--- src/rtl/gpr_pkg.sv ---
package gpr_pkg;

    localparam int GPR_COUNT    = 32;
    localparam int GPR_BITS     = 8;
    localparam int DS_ADDR_BITS = 8;

    // Which requester updates a register in the current cycle
    typedef enum logic [1:0] {
        SRC_NONE = 2'd0,
        SRC_CORE = 2'd1,
        SRC_DATA = 2'd2
    } gpr_src_e;

endpackage

--- src/rtl/gpr_rd_port.sv ---
module gpr_rd_port #(
    parameter  int NUM_REGS = 32,
    parameter  int BYTE_W   = 8,
    parameter  bit WIDE_OK  = 1'b1,
    localparam int IDX_W    = $clog2(NUM_REGS),
    localparam int OUT_W    = WIDE_OK ? 2 * BYTE_W : BYTE_W
) (
    input  logic [NUM_REGS-1:0][BYTE_W-1:0] regs_i,
    input  logic [IDX_W-1:0]                idx_i,
    input  logic                            wide_i,
    output logic [OUT_W-1:0]                data_o
);

    generate
        if (WIDE_OK) begin : g_wide
            logic [IDX_W-1:0] even_idx;
            logic [IDX_W-1:0] odd_idx;
            assign even_idx = {idx_i[IDX_W-1:1], 1'b0};
            assign odd_idx  = {idx_i[IDX_W-1:1], 1'b1};
            // pair read, even register low; R2: byte read zero-extended
            assign data_o = wide_i ? {regs_i[odd_idx], regs_i[even_idx]}
                                   : {{BYTE_W{1'b0}}, regs_i[idx_i]};
        end else begin : g_narrow
            assign data_o = regs_i[idx_i];
            // a byte-only port is never asked for a pair
            always_comb begin
                a_r2_narrow_only: assert (!wide_i);
            end
        end
    endgenerate

endmodule

--- src/rtl/gpr_ds_view.sv ---
module gpr_ds_view #(
    parameter  int NUM_REGS = 32,
    parameter  int BYTE_W   = 8,
    parameter  int DS_AW    = 8,
    localparam int IDX_W    = $clog2(NUM_REGS)
) (
    input  logic [NUM_REGS-1:0][BYTE_W-1:0] regs_i,
    input  logic [DS_AW-1:0]                addr_i,
    output logic                            hit_o,
    output logic [BYTE_W-1:0]               data_o
);

    // the register window starts at address zero
    assign hit_o  = (addr_i < DS_AW'(NUM_REGS));
    assign data_o = hit_o ? regs_i[addr_i[IDX_W-1:0]] : '0;

endmodule

--- src/rtl/gpr_wr_select.sv ---
module gpr_wr_select
    import gpr_pkg::*;
#(
    parameter  int NUM_REGS = 32,
    parameter  int BYTE_W   = 8,
    localparam int IDX_W    = $clog2(NUM_REGS)
) (
    input  logic                            core_en_i,
    input  logic                            core_wide_i,
    input  logic [IDX_W-1:0]                core_idx_i,
    input  logic [2*BYTE_W-1:0]             core_data_i,
    input  logic                            ds_en_i,
    input  logic                            ds_hit_i,
    input  logic [IDX_W-1:0]                ds_idx_i,
    input  logic [BYTE_W-1:0]               ds_data_i,
    output logic [NUM_REGS-1:0]             we_o,
    output logic [NUM_REGS-1:0][BYTE_W-1:0] wdata_o
);

    generate
        for (genvar i = 0; i < NUM_REGS; i++) begin : g_reg
            logic        core_sel;
            logic        ds_sel;
            logic [BYTE_W-1:0] core_byte;
            gpr_src_e    src;

            // narrow match on full index, pair match ignores bit 0
            assign core_sel = core_en_i &&
                (core_wide_i ? (core_idx_i[IDX_W-1:1] == (IDX_W-1)'(i >> 1))
                             : (core_idx_i == IDX_W'(i)));
            // odd register of a pair takes the high byte
            assign core_byte = (core_wide_i && ((i % 2) == 1))
                             ? core_data_i[2*BYTE_W-1:BYTE_W]
                             : core_data_i[BYTE_W-1:0];
            // data-space write only inside the window
            assign ds_sel = ds_en_i && ds_hit_i && (ds_idx_i == IDX_W'(i));

            // core result has priority over data-space write
            always_comb begin
                if (core_sel)    src = SRC_CORE;
                else if (ds_sel) src = SRC_DATA;
                else             src = SRC_NONE;
            end

            assign we_o[i]    = (src != SRC_NONE);
            assign wdata_o[i] = (src == SRC_CORE) ? core_byte : ds_data_i;
        end
    endgenerate

endmodule

--- src/rtl/gpr_bank.sv ---
module gpr_bank
    import gpr_pkg::*;
#(
    parameter  int NUM_REGS = GPR_COUNT,
    parameter  int BYTE_W   = GPR_BITS,
    parameter  int DS_AW    = DS_ADDR_BITS,
    localparam int IDX_W    = $clog2(NUM_REGS),
    localparam int PAIR_W   = 2 * BYTE_W
) (
    input  logic              clk,
    input  logic              rst_n,
    input  logic [IDX_W-1:0]  ra_idx,
    input  logic              ra_wide,
    output logic [PAIR_W-1:0] ra_data,
    input  logic [IDX_W-1:0]  rb_idx,
    output logic [BYTE_W-1:0] rb_data,
    input  logic              wr_en,
    input  logic              wr_wide,
    input  logic [IDX_W-1:0]  wr_idx,
    input  logic [PAIR_W-1:0] wr_data,
    input  logic [DS_AW-1:0]  ds_addr,
    input  logic              ds_we,
    input  logic [BYTE_W-1:0] ds_wdata,
    output logic              ds_hit,
    output logic [BYTE_W-1:0] ds_rdata
);

    typedef logic [NUM_REGS-1:0][BYTE_W-1:0] reg_arr_t;

    typedef struct packed {
        reg_arr_t regs;
    } gpr_state_t;

    gpr_state_t              state_d, state_q;
    logic [NUM_REGS-1:0]     we_d;
    reg_arr_t                wbyte_d;
    logic [IDX_W-1:0]        wr_base;

    assign wr_base = {wr_idx[IDX_W-1:1], 1'b0};

    gpr_rd_port #(.NUM_REGS(NUM_REGS), .BYTE_W(BYTE_W), .WIDE_OK(1'b1)) u_port_a (
        .regs_i (state_q.regs),
        .idx_i  (ra_idx),
        .wide_i (ra_wide),
        .data_o (ra_data)
    );

    gpr_rd_port #(.NUM_REGS(NUM_REGS), .BYTE_W(BYTE_W), .WIDE_OK(1'b0)) u_port_b (
        .regs_i (state_q.regs),
        .idx_i  (rb_idx),
        .wide_i (1'b0),
        .data_o (rb_data)
    );

    gpr_ds_view #(.NUM_REGS(NUM_REGS), .BYTE_W(BYTE_W), .DS_AW(DS_AW)) u_ds_view (
        .regs_i (state_q.regs),
        .addr_i (ds_addr),
        .hit_o  (ds_hit),
        .data_o (ds_rdata)
    );

    gpr_wr_select #(.NUM_REGS(NUM_REGS), .BYTE_W(BYTE_W)) u_wr_select (
        .core_en_i   (wr_en),
        .core_wide_i (wr_wide),
        .core_idx_i  (wr_idx),
        .core_data_i (wr_data),
        .ds_en_i     (ds_we),
        .ds_hit_i    (ds_hit),
        .ds_idx_i    (ds_addr[IDX_W-1:0]),
        .ds_data_i   (ds_wdata),
        .we_o        (we_d),
        .wdata_o     (wbyte_d)
    );

    always_comb begin
        state_d = state_q;
        for (int i = 0; i < NUM_REGS; i++) begin
            if (we_d[i]) begin
                state_d.regs[i] = wbyte_d[i];
            end
        end
    end

    always_ff @(posedge clk or negedge rst_n) begin
        if (!rst_n) begin
            state_q <= '0;
        end else begin
            state_q <= state_d;
        end
    end

    // the first cycle out of reset holds an all-zero file
    a_r1_reset_clear: assert property (@(posedge clk) disable iff (!rst_n)
        $rose(rst_n) |-> (state_q == '0));

    // a core byte write lands in its register
    a_r4_byte_lands: assert property (@(posedge clk) disable iff (!rst_n)
        (wr_en && !wr_wide) |=> (state_q.regs[$past(wr_idx)] == $past(wr_data[BYTE_W-1:0])));

    // both halves of a pair land at one edge (no data-space write in flight)
    a_r5_pair_lands: assert property (@(posedge clk) disable iff (!rst_n)
        (wr_en && wr_wide && !ds_we) |=>
            ((state_q.regs[$past(wr_base)] == $past(wr_data[BYTE_W-1:0])) &&
             (state_q.regs[$past(wr_base) | IDX_W'(1)] == $past(wr_data[PAIR_W-1:BYTE_W]))));

    // a miss reads back zero
    a_r7_miss_zero: assert property (@(posedge clk) disable iff (!rst_n)
        !ds_hit |-> (ds_rdata == '0));

    // data-space writes above the window leave the file alone
    a_r8_far_ignored: assert property (@(posedge clk) disable iff (!rst_n)
        (!wr_en && ds_we && !ds_hit) |=> $stable(state_q));

    // a colliding data-space write loses to the core byte
    a_r9_core_wins: assert property (@(posedge clk) disable iff (!rst_n)
        (wr_en && !wr_wide && ds_we && ds_hit && (ds_addr[IDX_W-1:0] == wr_idx)) |=>
            (state_q.regs[$past(wr_idx)] == $past(wr_data[BYTE_W-1:0])));

    // no enable, no change
    a_r10_idle_hold: assert property (@(posedge clk) disable iff (!rst_n)
        (!wr_en && !ds_we) |=> $stable(state_q));

endmodule

--- config.mk ---
export PLATFORM = sky130hd
export DESIGN_NAME = gpr_bank
export DESIGN_NICKNAME = d
export VERILOG_FILES = /design/src/rtl/gpr_pkg.sv /design/src/rtl/gpr_rd_port.sv /design/src/rtl/gpr_ds_view.sv /design/src/rtl/gpr_wr_select.sv /design/src/rtl/gpr_bank.sv
export SDC_FILE = /design/constraint.sdc
export NUM_CORES = 1
export LEC_CHECK = 0
export CORE_UTILIZATION = 58
export DETAILED_ROUTE_END_ITERATION = 10
export PLACE_DENSITY = 0.79
export SLEW_MARGIN = 0
export SYNTH_ARGS = -nofsm -noshare
export SYNTH_HDL_FRONTEND = slang
export SYNTH_HIERARCHICAL = 1
export SYNTH_SLANG_ARGS = --single-unit
--- constraint.sdc ---
create_clock -name clk -period 6.9 [get_ports clk]
set_clock_uncertainty 0.15 [all_clocks]
set_input_delay 1.38 -clock clk [delete_from_list [all_inputs] [get_ports clk]]
set_output_delay 1.38 -clock clk [all_outputs]
set_load 0.005 [all_outputs]
# ---- After elaboration in Yosys (flattened, before gate mapping)
# Cells that the tools add are included.
dict set report op_classes {
  n_div 0
  n_mux 141
  n_shift 0
  n_eq_ne 109
  bitwise 0
  n_reduce_logical 100
  mul 0
  addsub 0
  n_lt_le_gt_ge 6
}
# cell count
set op_table {}
lappend op_table {{$mux W8} 39}
lappend op_table {{$eq A5 B5 Y1 const B} 32}
lappend op_table {{$mux W2} 64}
lappend op_table {{$bmux W8 S5} 3}
lappend op_table {{$eq A5 B4 Y1 const B} 16}
lappend op_table {{$logic_and A1 B1 Y1} 65}
lappend op_table {{$bmux W8 S4} 2}
lappend op_table {{$eq A2 B1 Y1 const B} 32}
lappend op_table {{$reduce_bool A2 Y1} 32}
lappend op_table {{$eq A5 B3 Y1 const B} 8}
lappend op_table {{$eq A4 B4 Y1 const B} 8}
lappend op_table {{$mux W1} 32}
lappend op_table {{$lt A5 B6 Y1 const B} 5}
lappend op_table {{$eq A5 B2 Y1 const B} 4}
lappend op_table {{$eq A4 B3 Y1 const B} 4}
lappend op_table {{$mux W16} 1}
lappend op_table {{$eq A5 B1 Y1 const B} 2}
lappend op_table {{$logic_not A5 Y1} 2}
lappend op_table {{$eq A4 B2 Y1 const B} 2}
lappend op_table {{$lt A8 B6 Y1 const B} 1}
lappend op_table {{$eq A4 B1 Y1 const B} 1}
lappend op_table {{$logic_not A4 Y1} 1}
dict set report word_totals {
  ff_bits 256
  wordCells 388
  latchBits 0
  input_bits 53
  rom_bits 0
  memories 0
  out_inout_bits 33
  ram_bits 0
}

# ---- Longest topological paths before layout
# Gate-level depths: netlist (run 1).
dict set report depth {
  word_depth 7
  mapped_depth 8
  depth_no_buf 6
}

# ---- By module
# Netlist (run 1), hierarchy kept.
# module cells_per_inst instances area_per_inst_um2 seq_area_each_um2
set by_module_without_submodules {}
lappend by_module_without_submodules {gpr_bank 545 1 9653.0 6406.1}
lappend by_module_without_submodules {{gpr_rd_port (u_port_a)} 400 1 4227.8 0.0}
lappend by_module_without_submodules {gpr_wr_select 417 1 3966.3 0.0}
lappend by_module_without_submodules {gpr_ds_view 163 1 2283.4 0.0}
lappend by_module_without_submodules {{gpr_rd_port (u_port_b)} 107 1 1994.4 0.0}

# ---- Least setup slack after synthesis (run 1)
# No wires, ideal clock.
dict set report synth_path {
  path_kind {input to output}
  startpoint {in rb_idx[2]}
  endpoint {out rb_data[0]}
  t_arrival_ns 3.124
  required_time_ns 5.370
  path_slack_ns 2.246
  cell_stages 5
  path_cell_list {clkbuf_1 clkbuf_1 mux4_2 mux4_2 mux2_2}
}
dict set report synth_via {
  elab_chain_len 2
}
# item line
set synth_rtl {}
lappend synth_rtl {{from (decl)} gpr_bank.sv:15} ;# input logic [IDX_W-1:0] rb_idx,
lappend synth_rtl {{$bmux W8 S5} gpr_rd_port.sv:24} ;# assign data_o = regs_i[idx_i];
lappend synth_rtl {{$mux W8 (not written as such)} gpr_rd_port.sv:24}
lappend synth_rtl {{to (decl)} gpr_bank.sv:16} ;# output logic [BYTE_W-1:0] rb_data,
# No other way between the ends. The select of a mux whose other input is x is not followed.

# ---- Worst setup path in the final report (run 1)
dict set report layout_path {
  startpoint {in ra_idx[3]}
  endpoint {out ra_data[3]}
}
dict set report layout_via {
  elab_chain_len 3
}
# item line
set layout_rtl {}
lappend layout_rtl {{from (decl)} gpr_bank.sv:12} ;# input logic [IDX_W-1:0] ra_idx,
lappend layout_rtl {{$bmux W8 S5 / $bmux W8 S4 (equally long branches)} {gpr_rd_port.sv:22, gpr_rd_port.sv:21}}
lappend layout_rtl {{$mux W8 (on tied branches)} {gpr_rd_port.sv:22, gpr_rd_port.sv:21}}
lappend layout_rtl {{$mux W16 *} gpr_rd_port.sv:21} ;# assign data_o = wide_i ? {regs_i[odd_idx], regs_i[even_idx]}
lappend layout_rtl {{to (decl)} gpr_bank.sv:14} ;# output logic [PAIR_W-1:0] ra_data,
# Every way passes the cells marked *; elsewhere a longest branch is shown, timed or not. The select of a mux whose other input is x is not followed.

==> summary.txt, run 1 <==
Clock tree
  • Post-cts resize count: 0
  • Number of H-tree levels: 1
  • Clock transition at the registers of the reported paths: 0.06 ns
  • Sink Count: approximately 260
  • Worst-Skew Late Latency: between 0.5 and 0.6 ns
  • Clk root buf: clkbuf_16
  • Inserted Clock Buffers: 30
  • CTS tree: yes
  • Setup Fix Bufs, Post-CTS: 0
  • Hold Buf Count CTS: 0
  • Clock buffer depth: 3

Finish
  • Final Instance Area: 24040 µm²
  • Max FFs per register: 256
  • Share of layout cells above drive strength 1: 52.52%
  • # nets final: about 1700
  • Top flop regs: state_q: 256 flops
  • Filler Cell Count: 2786
  • Reg with most FFs: state_q
  • Area of the multi-input gates: roughly 14000 µm²
  • Register Area: 6406 µm²
  • Area grow syn2layout: 8.693%

Timing
  • Fin worst setup slack: 0.6872 ns
  • Fin crit period: 6.213 ns
  • RSZ-0062 raised after global routing: no
  • Hold_ws: 0.4198 ns
  • Setup TNS: 0 ns
  • Final setup vio count: 0
  • Max_slew headroom: 2.272%
  • Final Hold Viols: 0
  • Fin crit share: between 90% and 100%
  • Pins Over Slew Limit: 0
  • Fmax: roughly 160 MHz
  • Worst slew pin tran: 1.451 ns

Logic synthesis
  • Cells after Synth: 1631
  • Post-Synthesis Net Count: 1684
  • Syn avg cell area: about 14 µm²
  • Synthesized area: 22120 µm²
  • Ys Warns: 6

Power
  • Cell Pwr Density: 271.8 nW/µm²
  • Static Leakage: between 9 and 10 nW
  • Power after layout: 0.006536 W
  • VDD IR max: 0.2504 mV

Detailed routing
  • Vias/cell: 7.887
  • Final ANT Viol Nets: 0
  • Drt pass-1 iters: 7
  • Drt drc: 0
  • Drt wl/cell: 38.33 µm
  • Final WL: 83.63 mm
  • Drt first-iter violations: 2715
  • Vias: 17209

Setup path
  • Critical Path RT: between 5 and 6 ns
  • Critical Path End Type: primary output
  • Kind of critical path: input pin to primary output
  • Critical-path top delay cell: o41ai_1
  • Worst path cell trace: clkdlybuf4s50_1 > buf_4 > nor2_2 > buf_4 > a221oi_1 > o22ai_1 > o41ai_1 > buf_4 > clkdlybuf4s50_1
  • Crit-path max FO: 20
  • Crit start category: input pin
  • Most used cell, CP: buf_4
  • Delay-heaviest family, CP: buffers and inverters
  • Worst path max stage delay: 0.71 ns
  • Worst path bufs/invs: 5
  • Data arrival, critical path: 4.68 ns

Global route
  • Initial antenna violation count: 7
  • Grt ovf: 0
  • Vias in the first global route: 16775
  • Total Routing Usage GR: 43.63%
  • First-pass GRT wire length: ~120 mm
  • Largest net degree at the start of global routing: ~150

Die
  • IO Pins: 86
  • Initial Util: around 60%
  • Die Y-Extent: slightly below 200 µm
  • Core area: 37580 µm²
  • Die Footprint: 38930 µm²
  • Num rows: 71
  • Die width: 197.3 µm

Placement
  • I/O Buffers: 85
  • Detailed Place HPWL: 59.61 mm
  • Dpl ws: 0.8626 ns
  • Dpl cell area: 22940 µm²
  • RePlAce Congestion: 1.033

Hold path
  • Hold crit path type: flop to flop

Run status
  • Status: finished clean

Flow run
  • MaxCap Viol Count: 0
-- path summary, 6_finish.rpt --
kind | from | endpoint | slack [ns] | cells after the start
min in group asynchronous | rst_n | state_q[166]$_DFFE_PN0P_ | 0.70 | 1
setup reg to reg | state_q[120]$_DFFE_PN0P_ | state_q[120]$_DFFE_PN0P_ | 5.82 | 1
setup / recovery | ra_idx[3] | ra_data[3] | 0.69 | 9
max in group asynchronous | rst_n | state_q[127]$_DFFE_PN0P_ | 4.48 | 2
hold reg to reg | state_q[31]$_DFFE_PN0P_ | state_q[31]$_DFFE_PN0P_ | 0.42 | 1
hold / removal | state_q[31]$_DFFE_PN0P_ | state_q[31]$_DFFE_PN0P_ | 0.42 | 1
-- power by group --
group	internal, W	switching (W)
sequential	0.00189	0.000617
combinational	0.00123	0.00101
clock	0.00109	0.000694
total	0.00421	0.00232
-- layout make-up --
type	count	area share, %
inverters	6	0.09367
repair buffers	155	5.875
diodes	5	0.05204
multi-input cells	1193	60.12
flip-flops and latches	256	26.64
clock inverters	12	0.7962
well taps	511	2.659
clock buffers	44	3.762
-- routing by layer --
| metal | GRT usage (%) | up-vias | part of all wire (%) |
|---|---|---|---|
| met4 | 22.02 | 2 | 6.4 |
| met1 | 58.63 | 8767 | 36 |
| met3 | 14.68 | 328 | 15 |
| met5 | 0 | - | 0.016 |
| met2 | 62.94 | 1540 | 42 |
| li1 | - | 6572 | - |
-- metrics by stage --
step | util, % | cells
3_3_place_gp | 61.04 | 2121
4_1_cts | 63.95 | 2177
2_1_floorplan | - | 1631
3_5_place_dp | 61.04 | 2121
5_1_grt | 63.97 | 2179
6_report | 63.99 | 2182
-- cells in the final DEF (no fill, tap or decap), drive strengths merged, types with 2 or more instances in the layout --
cell type and n:
clkinv 6, o41ai 7, o2111ai 2, nor3 18, buf 79, o22a 2, a21oi 16, o21bai 18
a211oi 2, a31oi 9, mux2i 167, nor3b 2, a221o 8, or3 3, inv 6, a22oi 39
a221oi 21, nand3 11, clkbuf 44, o21ai 17, and3b 3, nand4 2, o22ai 11, mux4 205
and3 4, bufinv 5, a22o 14, nor2b 9, or2 3, dfrtp 256, clkdlybuf4s50 76, diode 5
nand3b 2, and2 10, mux2 529, nand2 32, nand2b 6, nor2 14
Power figures use the tool's default switching activity.
==> run 2: changes to the inputs <==
==> constraint.sdc (replaced) <==
create_clock -name clk -period 6.9 [get_ports clk]
set_clock_uncertainty 0.15 [all_clocks]
set_input_delay 1.725 -clock clk [delete_from_list [all_inputs] [get_ports clk]]
set_output_delay 1.725 -clock clk [all_outputs]
set_load 0.005 [all_outputs]
==> summary.txt, run 2 (synthesized netlist as in run 1, its figures left out) <==
Setup path
  • R2R Setup Slk: 5.85 ns
  • Critical Path End Type: primary output
  • Reg-to-Reg Start: state_q[179]$_DFFE_PN0P_
  • Reg2Reg Depth: 1
  • Crit-path max FO: 23
  • Crit start category: input pin
  • Kind of critical path: input pin to primary output
  • Critical Path RT: roughly 5.0 ns
  • Data arrival, critical path: 4.72 ns
  • Worst setup path end: ra_data[4]
  • Crit path from: ra_idx[3]
  • R2R Path End: state_q[179]$_DFFE_PN0P_

Timing
  • Worst slew pin tran: ~1.4 ns
  • Final Hold Viols: 0
  • Fin crit period: roughly 6.6 ns
  • Pins Over Slew Limit: 0
  • Fin crit share: 95.53%
  • RSZ-0062 raised after global routing: no
  • Hold_ws: 0.4210 ns
  • Setup TNS: 0 ns
  • Final setup vio count: 0
  • Max_slew headroom: 4.559%
  • Fmax: roughly 150 MHz

Clock tree
  • Inserted Clock Buffers: 29
  • CTS tree: yes
  • Worst-Skew Late Latency: 0.58 ns
  • Sink Count: 256
  • Post-cts resize count: 0
  • Clk root buf: clkbuf_16
  • Setup Fix Bufs, Post-CTS: 0
  • Number of H-tree levels: 1
  • Hold Buf Count CTS: 0
  • Clock buffer depth: 3
  • Clock transition at the registers of the reported paths: 0.06 ns

Die
  • Core area: 37580 µm²
  • Die width: 197.3 µm
  • Die Footprint: slightly below 40000 µm²
  • Die Y-Extent: 197.3 µm
  • Initial Util: about 59%
  • IO Pins: 86
  • Num rows: 71

Global route
  • First-pass GRT wire length: 119.0 mm
  • Total Routing Usage GR: 42.72%
  • Largest net degree at the start of global routing: 163
  • Vias in the first global route: 16716
  • Grt ovf: 0
  • Initial antenna violation count: 4

Detailed routing
  • Final ANT Viol Nets: 0
  • Final WL: between 80 and 90 mm
  • Vias/cell: 7.888
  • Drt pass-1 iters: 6
  • Vias: 17196
  • Drt wl/cell: about 38 µm
  • Drt drc: 0
  • Drt first-iter violations: 2483

Power
  • VDD IR max: 0.2188 mV
  • Cell Pwr Density: 264.7 nW/µm²
  • Power after layout: 0.006352 W
  • Static Leakage: 9.620 nW

Finish
  • Top flop regs: state_q: 256 flops
  • # nets final: 1700
  • Most common library cell in the layout ignoring fill and taps: mux2_2
  • Area grow syn2layout: 8.473%
  • Reg with most FFs: state_q
  • Share of layout cells above drive strength 1: 52.76%
  • Max FFs per register: 256
  • Commonest cells after routing, fill and taps aside: mux2_2, dfrtp_1, mux4_2, mux2i_1, buf_4

Hold path
  • Hold crit path type: flop to flop
  • Hold path startpoint: state_q[143]$_DFFE_PN0P_

Placement
  • I/O Buffers: 85
  • Detailed Place HPWL: 58.81 mm
  • RePlAce Congestion: 1.065

Run status
  • Status: finished clean

Flow run
  • MaxCap Viol Count: 0
## run 2: worst min path at each step
stage               depth (start not counted)                        to
floorplan                                   1   state_q[47]$_DFFE_PN0P_
global placement                            1   state_q[55]$_DFFE_PN0P_
detailed placement                          1  state_q[159]$_DFFE_PN0P_
CTS                                         1   state_q[63]$_DFFE_PN0P_
global route                                1   state_q[63]$_DFFE_PN0P_
finish                                      1  state_q[143]$_DFFE_PN0P_
## run 2: power breakdown
part / internal (W) / switching, W
Sequential: 0.00189 / 0.000628
Clock: 0.000958 / 0.000697
Combinational: 0.00124 / 0.000941
Total: 0.00408 / 0.00227
## run 2: critical path: stages
cell	delay, ns
clkdlybuf4s50_1	0.47
and2_1	0.52
a22o_1	0.34
a221oi_1	0.26
o22ai_1	0.17
o41ai_2	0.57
clkdlybuf4s50_1	0.67
## run 2: per-stage QoR
stage          std cells  util, %  cell area [µm²]  setup slack [ns]
5_1_grt             2179    63.85            23990            0.1636
3_5_place_dp        2127    61.23            23010            0.3074
4_1_cts             2179    63.85            23990            0.2870
3_3_place_gp        2127    61.23            23010            0.3607
2_1_floorplan       1631        -            22120             1.556
6_report            2180    63.86            24000            0.3088
## run 2: final cells by class
class / count / area, µm²
multi-input combinational: 1193 / 14460
fill: 2811 / 13580
sequential: 256 / 6406
timing repair buffer: 161 / 1478
clock buffer: 41 / 840.8
tap: 511 / 639.4
clock inverter: 11 / 143.9
inverter: 6 / 22.52
antenna: 1 / 2.502
## run 2: per-layer routing
| metal | wire, µm | part of all wire, % | global-route usage, % | up-vias |
|---|---|---|---|---|
| li1 | - | - | - | 6576 |
| met1 | 29970 | 37 | 58.14 | 8793 |
| met2 | 35540 | 43 | 63.60 | 1518 |
| met3 | 11420 | 14 | 11.76 | 303 |
| met4 | 5084 | 6.2 | 19.81 | 6 |
| met5 | 43 | 0.052 | 0 | - |
==> run 3: changes to the inputs <==
- CORE_UTILIZATION: 58 -> 57
- PLACE_DENSITY: 0.79 -> 0.88
- SLEW_MARGIN: 0 -> 40
- clock period: 6.9 -> 6.01 ns (I/O delays scaled with it)
==> summary.txt, run 3 (synthesized netlist as in run 1, its figures left out) <==
Detailed routing
  • Final WL: 75.83 mm
  • Vias: 16984
  • Final ANT Viol Nets: 0
  • Drt pass-1 iters: 6
  • Vias/cell: 7.689
  • Drt drc: 0
  • Drt wl/cell: 34.33 µm
  • Drt first-iter violations: 2387

Power
  • Static Leakage: 9.854 nW
  • Power after layout: 0.007340 W
  • Cell Pwr Density: 300.9 nW/µm²
  • VDD IR max: between 0.2 and 0.25 mV

Timing
  • Fin crit period: 5.967 ns
  • Fin crit share: between 90% and 100%
  • Final setup vio count: 0
  • Setup TNS: 0 ns
  • Max_slew headroom: 39.79%
  • Fmax: roughly 170 MHz
  • RSZ-0062 raised after global routing: no
  • Pins Over Slew Limit: 0
  • Final Hold Viols: 0
  • Worst slew pin tran: around 0.9 ns

Global route
  • Largest net degree at the start of global routing: 67
  • Grt ovf: 0
  • First-pass GRT wire length: 112.4 mm
  • Vias in the first global route: between 15000 and 20000
  • Initial antenna violation count: 5
  • Total Routing Usage GR: 39.15%

Setup path
  • Crit start category: input pin
  • Most used cell, CP: buf_4
  • Reg-to-Reg Start: state_q[177]$_DFFE_PN0P_
  • R2R Setup Slk: 4.96 ns
  • Worst path max stage delay: 0.51 ns
  • Critical Path End Type: primary output
  • Reg2Reg Depth: 1
  • Data arrival, critical path: 4.31 ns
  • Kind of critical path: input pin to primary output
  • Critical-path top delay cell: clkdlybuf4s50_1
  • Worst path cell trace: clkdlybuf4s50_1 > buf_4 > buf_4 > and2_1 > buf_12 > a22o_1 > a221oi_1 > o22ai_1 > o41ai_2 > buf_4 > clkdlybuf4s50_1
  • Crit-path max FO: 24
  • Critical Path RT: about 4.4 ns
  • R2R Path End: state_q[177]$_DFFE_PN0P_

Clock tree
  • Inserted Clock Buffers: 30
  • Hold Buf Count CTS: 0
  • Setup Fix Bufs, Post-CTS: 0
  • Clock transition at the registers of the reported paths: 0.06 ns
  • Worst-Skew Late Latency: 0.59 ns
  • Sink Count: 256
  • CTS tree: yes
  • Clock buffer depth: 3
  • Clk root buf: clkbuf_16
  • Number of H-tree levels: 1

Finish
  • # nets final: 1726
  • Register Area: about 6400 µm²
  • Share of layout cells above drive strength 1: approximately 55%
  • Area grow syn2layout: 10.25%
  • Reg with most FFs: state_q
  • Area of the multi-input gates: 14540 µm²
  • Filler Cell Count: roughly 2800
  • Top flop regs: state_q: 256 flops
  • Non-Filler Instances: 2209
  • Most common library cell in the layout ignoring fill and taps: mux2_2
  • Max FFs per register: between 200 and 300
  • Commonest cells after routing, fill and taps aside: mux2_2, dfrtp_1, mux4_2, mux2i_1, buf_4

Hold path
  • End of the worst hold path: state_q[207]$_DFFE_PN0P_
  • Worst hold path depth: 1
  • Hold path startpoint: state_q[207]$_DFFE_PN0P_
  • Hold crit path type: flop to flop

Flow run
  • MaxCap Viol Count: 0

Die
  • IO Pins: 86
  • Die Footprint: 39600 µm²
  • Core area: 37930 µm²
  • Die width: 199 µm
  • Num rows: 71
  • Die Y-Extent: between 150 and 200 µm
  • Initial Util: 58.32%

Placement
  • RePlAce Congestion: 1.040
  • I/O Buffers: 85
  • Detailed Place HPWL: 55.28 mm
  • Placed Cells: 2152

Run status
  • Status: finished clean
[run 3: cell count changes in the layout (fill, tap and decap cells not counted), moves of 3 or more]
cell,previous run,this run
buf_4,76,94
buf_2,2,10
clkdlybuf4s50_1,75,67
buf_12,6,12
clkbuf_8,7,1
o21bai_1,16,12
o21bai_2,2,6
bufinv_16,3,6
clkinv_2,4,7
diode_2,1,4
[run 3: worst max path at each step]
| stage | startpoint | end | slack, ns | cells after the start |
|---|---|---|---|---|
| 3_5_place_dp | ra_idx[3] | ra_data[4] | -0.04 | 11 |
| 6_report | ra_idx[3] | ra_data[1] | 0.04 | 11 |
| 5_1_grt | ra_idx[3] | ra_data[1] | 0.02 | 11 |
| 3_3_place_gp | ra_idx[3] | ra_data[4] | -0.02 | 11 |
| 4_1_cts | ra_idx[3] | ra_data[4] | 0.05 | 11 |
| 2_1_floorplan | rb_idx[2] | rb_data[0] | 1.11 | 5 |
[run 3: final cells by class]
type | instances | area share (%)
sequential | 256 | 26.27
clock inverter | 16 | 0.9799
tap | 511 | 2.622
clock buffer | 37 | 3.314
inverter | 6 | 0.09235
multi-input combinational | 1193 | 59.63
timing repair buffer | 186 | 7.054
antenna | 4 | 0.04104
[run 3: layer usage]
layer | up-vias | track usage (%) | part of all wire (%)
li1 | 6646 | - | -
met1 | 8612 | 53.12 | 37
met2 | 1422 | 59.12 | 45
met3 | 302 | 11.53 | 13
met4 | 2 | 15.24 | 4.9
met5 | - | 0 | 0.011
[run 3: what timing repair did]
item | 4_1_cts | 5_1_grt
setup endpoints to repair | 1 | 3
pin swaps | 1 | 2
resized for setup | 0 | 7
[run 3: where the power goes]
group	internal (W)	switching, W
clock network	0.00120	0.000789
logic	0.00144	0.00108
registers	0.00217	0.000657
total	0.00482	0.00252
[run 3: through the flow]
stage	utilization [%]	worst slack [ns]	cell area, µm²	hold WS (ns)
floorplan	-	1.111	22120	0.3592
global placement	61.28	-0.02404	23250	0.3809
detailed placement	61.39	-0.03652	23290	0.3925
CTS	64.16	0.05134	24340	0.4062
global route	64.28	0.01693	24380	0.4338
finish	64.29	0.04339	24390	0.4075
[run 3: critical path, delay by kind of cell]
| family | cells | cell delay, ns |
|---|---|---|
| buf+inv | 6 | 1.58 |
| compound gates | 4 | 1.04 |
| simple gates | 1 | 0.17 |
